==> config.mk <==
export PLATFORM = sky130hd
export DESIGN_NAME = mbd_top
export DESIGN_NICKNAME = d
export VERILOG_FILES = /design/src/rtl/mbd_pkg.sv /design/src/rtl/mbd_regs.sv /design/src/rtl/mbd_addr_decode.sv /design/src/rtl/mbd_irq_merge.sv /design/src/rtl/mbd_top.sv
export SDC_FILE = /design/constraint.sdc
export NUM_CORES = 1
export LEC_CHECK = 0
export ABC_AREA = 1
export BUFFER_PORTS_ARGS = -buffer_cell sky130_fd_sc_hd__buf_2
export CELL_PAD_IN_SITES_DETAIL_PLACEMENT = 0
export CELL_PAD_IN_SITES_GLOBAL_PLACEMENT = 1
export CORE_ASPECT_RATIO = 1.2
export CORE_MARGIN = 4
export CORE_UTILIZATION = 28
export DETAILED_ROUTE_END_ITERATION = 8
export GPL_TIMING_DRIVEN = 0
export PLACE_DENSITY = 0.79
export SLEW_MARGIN = 15
export SYNTH_ARGS = -nofsm -noshare
export SYNTH_HDL_FRONTEND = slang
export SYNTH_HIERARCHICAL = 1
export SYNTH_SLANG_ARGS = --single-unit
==> constraint.sdc <==
create_clock -name clk -period 2.1 [get_ports clk]
set_clock_uncertainty 0.2 [all_clocks]
set_input_delay 0.42 -clock clk [delete_from_list [all_inputs] [get_ports clk]]
set_output_delay 0.42 -clock clk [all_outputs]
set_load 0.03 [all_outputs]
==> src/rtl/mbd_pkg.sv <==
package mbd_pkg;

    localparam int ADDR_W = 32;
    localparam int NLVL   = 7;
    localparam int LVL_W  = $clog2(NLVL + 1);

    typedef struct packed {
        logic prim;
        logic sec;
        logic fall;
    } dec_sel_t;

    typedef enum logic {
        SRC_PRI = 1'b0,
        SRC_SEC = 1'b1
    } irq_src_t;

    // Set the n most significant bits of an address-wide word.
    function automatic logic [ADDR_W-1:0] hi_mask(input int n);
        logic [ADDR_W-1:0] m;
        m = '0;
        for (int i = 0; i < n; i++) begin
            m[ADDR_W-1-i] = 1'b1;
        end
        return m;
    endfunction

    // Set bits [hi:lo] of an address-wide word.
    function automatic logic [ADDR_W-1:0] span_mask(input int hi, input int lo);
        logic [ADDR_W-1:0] m;
        m = '0;
        for (int i = lo; i <= hi; i++) begin
            m[i] = 1'b1;
        end
        return m;
    endfunction

endpackage

==> src/rtl/mbd_regs.sv <==
module mbd_regs
    import mbd_pkg::*;
#(
    parameter int P1_CMP = 12,
    parameter int P2_CMP = 2
) (
    input  logic              clk,
    input  logic              rst,
    input  logic              wr,
    input  logic              wsel,
    input  logic [ADDR_W-1:0] wdata,
    input  logic              rsel,
    output logic [ADDR_W-1:0] rdata,
    output logic [ADDR_W-1:0] base1_q,
    output logic [ADDR_W-1:0] base2_q
);

    // Implemented bits of each register; every other bit stays 0.
    localparam logic [ADDR_W-1:0] M1 = hi_mask(P1_CMP) | span_mask(0, 0);
    localparam logic [ADDR_W-1:0] M2 = hi_mask(P2_CMP) | span_mask(NLVL, 0);

    always_ff @(posedge clk) begin
        if (rst) begin
            base1_q <= '0;
            base2_q <= '0;
        end else if (wr) begin
            if (wsel) begin
                base2_q <= wdata & M2;
            end else begin
                base1_q <= wdata & M1;
            end
        end
    end

    assign rdata = rsel ? base2_q : base1_q;

    a_r2_prim_write_lands: assert property (@(posedge clk) disable iff (rst)
        (wr && !wsel) |=> (base1_q == ($past(wdata) & M1)));

    a_r2_sec_write_lands: assert property (@(posedge clk) disable iff (rst)
        (wr && wsel) |=> (base2_q == ($past(wdata) & M2)));

    a_r2_no_write_holds: assert property (@(posedge clk) disable iff (rst)
        !wr |=> ($stable(base1_q) && $stable(base2_q)));

endmodule

==> src/rtl/mbd_addr_decode.sv <==
module mbd_addr_decode
    import mbd_pkg::*;
#(
    parameter int P1_CMP = 12,
    parameter int P2_CMP = 2
) (
    input  logic              clk,
    input  logic              rst,
    input  logic              bus_valid,
    input  logic [ADDR_W-1:0] bus_addr,
    input  logic [ADDR_W-1:0] base1,
    input  logic [ADDR_W-1:0] base2,
    output dec_sel_t          sel
);

    logic hit2;
    logic hit1;

    // The secondary window is checked first: a hit there blocks every other decode.
    assign hit2 = bus_valid && base2[0]
               && (bus_addr[ADDR_W-1 -: P2_CMP] == base2[ADDR_W-1 -: P2_CMP]);

    assign hit1 = bus_valid && !hit2 && base1[0]
               && (bus_addr[ADDR_W-1 -: P1_CMP] == base1[ADDR_W-1 -: P1_CMP]);

    always_comb begin
        sel      = '0;
        sel.sec  = hit2;
        sel.prim = hit1;
        sel.fall = bus_valid && !hit2 && !hit1;
    end

    a_r7_onehot_when_valid: assert property (@(posedge clk) disable iff (rst)
        bus_valid |-> $onehot({sel.prim, sel.sec, sel.fall}));

    a_r7_quiet_when_idle: assert property (@(posedge clk) disable iff (rst)
        !bus_valid |-> (sel == '0));

    a_r3_invalid_never_selects: assert property (@(posedge clk) disable iff (rst)
        !base1[0] |-> !sel.prim);

    a_r6_sec_suppresses_others: assert property (@(posedge clk) disable iff (rst)
        sel.sec |-> (!sel.prim && !sel.fall));

    a_r5_sec_needs_valid_bit: assert property (@(posedge clk) disable iff (rst)
        sel.sec |-> base2[0]);

endmodule

==> src/rtl/mbd_irq_merge.sv <==
module mbd_irq_merge
    import mbd_pkg::*;
(
    input  logic             clk,
    input  logic             rst,
    input  logic [LVL_W-1:0] pri_lvl,
    input  logic [LVL_W-1:0] sec_lvl,
    input  logic [NLVL:1]    tie_sec,
    output logic [LVL_W-1:0] win_lvl,
    output irq_src_t         win_src
);

    // Level 0 never requests, so its slot in the extended vector is a fixed 0.
    logic [NLVL:0] tie_ext;

    assign tie_ext = {tie_sec, 1'b0};

    always_comb begin
        if (pri_lvl > sec_lvl) begin
            win_lvl = pri_lvl;
            win_src = SRC_PRI;
        end else if (sec_lvl > pri_lvl) begin
            win_lvl = sec_lvl;
            win_src = SRC_SEC;
        end else begin
            win_lvl = pri_lvl;
            win_src = tie_ext[pri_lvl] ? SRC_SEC : SRC_PRI;
        end
    end

    a_r8_level_is_max: assert property (@(posedge clk) disable iff (rst)
        (win_lvl >= pri_lvl) && (win_lvl >= sec_lvl)
        && ((win_lvl == pri_lvl) || (win_lvl == sec_lvl)));

    a_r8_source_holds_level: assert property (@(posedge clk) disable iff (rst)
        (win_src == SRC_SEC) |-> (sec_lvl == win_lvl));

    a_r10_idle_primary: assert property (@(posedge clk) disable iff (rst)
        ((pri_lvl == '0) && (sec_lvl == '0)) |-> ((win_lvl == '0) && (win_src == SRC_PRI)));

endmodule

==> src/rtl/mbd_top.sv <==
module mbd_top
    import mbd_pkg::*;
#(
    parameter int P1_CMP = 12,
    parameter int P2_CMP = 2
) (
    input  logic              clk,
    input  logic              rst,
    input  logic              cfg_wr,
    input  logic              cfg_wsel,
    input  logic [ADDR_W-1:0] cfg_wdata,
    input  logic              cfg_rsel,
    output logic [ADDR_W-1:0] cfg_rdata,
    input  logic              bus_valid,
    input  logic [ADDR_W-1:0] bus_addr,
    output logic              sel_prim,
    output logic              sel_sec,
    output logic              sel_fall,
    input  logic [LVL_W-1:0]  pri_lvl,
    input  logic [LVL_W-1:0]  sec_lvl,
    output logic [LVL_W-1:0]  irq_lvl,
    output logic              irq_sec
);

    logic [ADDR_W-1:0] base1_q;
    logic [ADDR_W-1:0] base2_q;
    dec_sel_t          sel;
    irq_src_t          src;

    mbd_regs #(.P1_CMP(P1_CMP), .P2_CMP(P2_CMP)) u_regs (
        .clk     (clk),
        .rst     (rst),
        .wr      (cfg_wr),
        .wsel    (cfg_wsel),
        .wdata   (cfg_wdata),
        .rsel    (cfg_rsel),
        .rdata   (cfg_rdata),
        .base1_q (base1_q),
        .base2_q (base2_q)
    );

    mbd_addr_decode #(.P1_CMP(P1_CMP), .P2_CMP(P2_CMP)) u_dec (
        .clk       (clk),
        .rst       (rst),
        .bus_valid (bus_valid),
        .bus_addr  (bus_addr),
        .base1     (base1_q),
        .base2     (base2_q),
        .sel       (sel)
    );

    mbd_irq_merge u_irq (
        .clk     (clk),
        .rst     (rst),
        .pri_lvl (pri_lvl),
        .sec_lvl (sec_lvl),
        .tie_sec (base2_q[NLVL:1]),
        .win_lvl (irq_lvl),
        .win_src (src)
    );

    assign sel_prim = sel.prim;
    assign sel_sec  = sel.sec;
    assign sel_fall = sel.fall;
    assign irq_sec  = (src == SRC_SEC);

endmodule

# Yosys cells after proc, flatten, opt, wreduce, memory -nomap -nowiden

Index checks and enable logic that the tools add are counted.

Register bits after elaboration: 23
Input bits: 76
Output and inout bits: 39
Word-level logic and storage cells: 26

Order comparisons: 3
Equality and inequality tests: 2
Muxes and demuxes: 8
Bitwise logic cells: 1
Reductions and logical operators: 10

Operators with widths:

| kind                                                                          | count |
|---|---|
| 32-bit 2-to-1 mux                                                             | 1 |
| 12-bit equality test                                                          | 1 |
| 3-bit greater-than comparator                                                 | 2 |
| 1-bit logical AND                                                             | 6 |
| 3-bit 2-to-1 mux                                                              | 2 |
| 3-bit by 4-bit less-than comparator with 1-bit output (second input constant) | 1 |
| 1-bit 2-to-1 mux                                                              | 4 |
| 2-bit AND reduction                                                           | 2 |
| 1-bit binary-select mux with 3-bit select                                     | 1 |
| 2-bit equality test                                                           | 1 |
| 1-bit zero test                                                               | 2 |
| 1-bit inverter                                                                | 1 |

# Longest topological paths before layout

Depth after elaboration: 8
Gate-level depth with buffers: 9
Gate-level depth less buffers: 8

# Hierarchy

The synthesis kept the hierarchy.

By module, submodules not included:

| module          | times used | cells each | area each (um^2) | sequential area each (um^2) |
|---|---|---|---|---|
| mbd_regs        | 1          | 230        | 1511.4           | 460.4 |
| mbd_addr_decode | 1          | 76         | 331.6            | 0.0 |
| mbd_irq_merge   | 1          | 41         | 200.2            | 0.0 |

# Worst setup path before layout

Ideal clock, no wire load.

Path type: input port to output port
Start: input port pri_lvl[2]
End: output port irq_lvl[0]
Data arrival time: 1.769 ns
Setup slack: -0.289 ns
Stages on the path: 6
Cells stage by stage: inv_1 ha_1 nand2_1 o21ai_2 nand2_2 o21ai_0

Word-level cells in the longest chain between the ends: 3

Ends and longest elaborated chain:

| element                       | line                | RTL |
|---|---|---|
| from (decl)                   | mbd_top.sv:19       | `input logic [LVL_W-1:0] pri_lvl,` |
| 3-bit greater-than comparator | mbd_irq_merge.sv:22 | `end else if (sec_lvl > pri_lvl) begin` |
| 3-bit 2-to-1 mux              | mbd_irq_merge.sv:22 |  |
| 3-bit 2-to-1 mux (*)          | mbd_irq_merge.sv:19 | `if (pri_lvl > sec_lvl) begin` |
| to (decl)                     | mbd_top.sv:21       | `output logic [LVL_W-1:0] irq_lvl,` |

Every way passes the cells marked *; elsewhere a longest branch is shown, timed or not.

# Worst setup path after layout

Start: input port pri_lvl[2]
End: output port irq_sec

Word-level cells in the longest chain between the ends: 5

Ends and longest elaborated chain:

| element                                   | line                | RTL |
|---|---|---|
| 1-bit binary-select mux with 3-bit select | mbd_irq_merge.sv:27 | `win_src = tie_ext[pri_lvl] ? SRC_SEC : SRC_PRI;` |
| 1-bit 2-to-1 mux (implied by the code)    | mbd_irq_merge.sv:27 |  |
| 1-bit 2-to-1 mux                          | mbd_irq_merge.sv:27 |  |
| 1-bit 2-to-1 mux                          | mbd_irq_merge.sv:22 |  |
| 1-bit 2-to-1 mux (*)                      | mbd_irq_merge.sv:19 |  |
| to (decl)                                 | mbd_top.sv:22       | `output logic irq_sec` |

Every way passes the cells marked *; elsewhere a longest branch is shown, timed or not. The select of a mux whose other input is x is not followed.

==> impl_metrics.py <==
metrics = {
    "outcome": {
        "status": "finished clean",
    },
    "setup_path": {
        "required_ns": 1.48,
        "arrival_ns": 1.44,
        "cp-end-kind": "primary output",
        "critPathKind": "in2out",
        "r2r_slack_ns": 1.25,
        "r2r_cells": 2,
        "crit_fanout": 5,
        "critPathLaunchType": "primary input",
    },
    "floorplanning": {
        "core-area_mm2": 0.006012,
        "die-area_mm2": 0.007526,
        "die_x_um": 79.87,
        "rows": 31,
        "io_pins": 115,
        "dieHeight_um": 94.24,
        "initial_core_util": 0.2887,
    },
    "flow_run": {
        "drv_cap": 0,
    },
    "timing": {
        "finalHoldViolCount": 0,
        "final.period_utilization": 0.9821,
        "setup_viol": 0,
        "finalMaxSlewViolations": 0,
        "max_freq_mhz": 484.9,
        "rsz0062_at_grt": "yes",
        "period_needed_ns": 2.062,
    },
    "global_routing": {
        "grt_pass1_vias": 1742,
        "grt_usage": 0.1224,
        "grt_max_degree": 15,
        "grt_pass1_wl_um": 7293,
        "grt_overflow_total": 0,
        "antenna_found_initial": 0,
    },
    "place": {
        "hpwl_um": 3648,
        "gp_congestion": 0.6919,
        "place_area_mm2": 0.002228,
        "dpl.cell_count": 468,
        "io_buffers": 69,
    },
    "clock_network": {
        "numCtsBuffers": 3,
        "cts_hold_buf": 0,
        "cts_buffer_depth": 2,
        "clock_latency_ns": 0.27,
        "clock_sinks": 23,
        "cts-root-buf": "clkbuf_8",
        "cts_tree": "yes",
        "cts.reportedPaths.clkPinSlew_ns": 0.09,
        "htreeDepth": 1,
    },
    "detailed_routing": {
        "dr_total_vias": 1860,
        "wl_um": 4679,
        "ant_nets": 0,
        "post_drt_via_cell_ratio": 3.916,
        "dr.pass1.iters": 4,
        "detail_route.iter0.violations": 40,
        "drc": 0,
        "routedWlPerCell_um": 9.851,
    },
    "synthesis": {
        "netlist_instances": 306,
        "synth.cell_area_mm2": 0.001735,
        "synth.avg_cell_area_um2": 5.671,
        "ys_warn_count": 6,
    },
    "cells_and_area": {
        "layout_common_cells": "nand2_1 (80), buf_2 (63), inv_1 (61), nor2_1 (41), nand3_1 (30)",
        "final_cell_count_no_fill": 475,
        "final_area_mm2": 0.002422,
        "final_nets": 473,
        "antenna_cells": 0,
        "n_fill_cell": 676,
        "synthToLayoutAreaGrowth_pct": 39.58,
        "final_common_cell": "nand2_1",
        "final_util": 0.4029,
        "drive_above_1_share": 0.3333,
    },
    "min_path": {
        "min_path_type": "in2reg",
        "hold-path-cell-count": 3,
    },
    "power": {
        "max-vdd-ir-drop_uv": 259.8,
        "p_per_area_mw_per_mm2": 492.3,
        "leakage_nw": 1.378,
    },
}
## power breakdown
part	switching, mW	internal [mW]	leakage (nW)
clock	0.151	0.134	0.0217
sequential	0.0216	0.464	0.192
combinational	0.253	0.170	1.16
## critical path: stages
cell and delay, ns:
buf_8 0.10, inv_4 0.05, ha_4 0.21, a21oi_4 0.13, o21ai_2 0.08, nand2_2 0.13, nand3_2 0.08, nand2_2 0.07
inv_2 0.03, buf_6 0.12
## through the flow
step	setup TNS (ns)	hold WS (ns)	total power [mW]	setup WS [ns]
after floorplan	-0.09398	0.2543	0.7580	-0.09044
after global placement	-0.5176	0.2692	0.8667	-0.1899
after detailed placement	-0.5595	0.2738	0.8695	-0.1998
after CTS	0	0.1925	1.192	0.003131
after global routing	-0.1714	0.2113	1.269	-0.06680
final	0	0.1978	1.193	0.03758
## metal layers
metal	track usage	vias to the layer above	share of wire
met2	0.2263	49	0.49
met5	0	-	0
met4	0.03803	0	0.0098
met3	0.02495	4	0.057
met1	0.1389	759	0.44
li1	-	1048	-
## final timing paths
check / start / end
worst max-delay path: pri_lvl[2] / irq_sec
worst min-delay path: cfg_wdata[5] / u_regs/base2_q[5]
worst max register to register: u_regs/base2_q[31] / u_regs/base2_q[31]
worst min register to register: u_regs/base2_q[5] / u_regs/base2_q[5]
## flip-flops by register name (all words and copies together), names as in the netlist
register,cells
u_regs/base1_q,13
u_regs/base2_q,10
## layout make-up
cell class | count | area [um2] | share of cell area
multi-input combinational | 202 | 954.7 | 0.3941
sequential | 23 | 470.5 | 0.1942
timing repair buffer | 73 | 427.9 | 0.1767
inverter | 68 | 260.3 | 0.1074
buffer | 23 | 157.7 | 0.06508
tap | 82 | 102.6 | 0.04236
clock buffer | 3 | 41.29 | 0.01705
clock inverter | 1 | 7.507 | 0.003099
## repair_timing
action,CTS,global route
setup endpoints to repair,5,6
pin swaps,9,13
setup buffers,3,1
gates resized for setup,25,14
No activity file was read; power rests on OpenSTA's default activity.
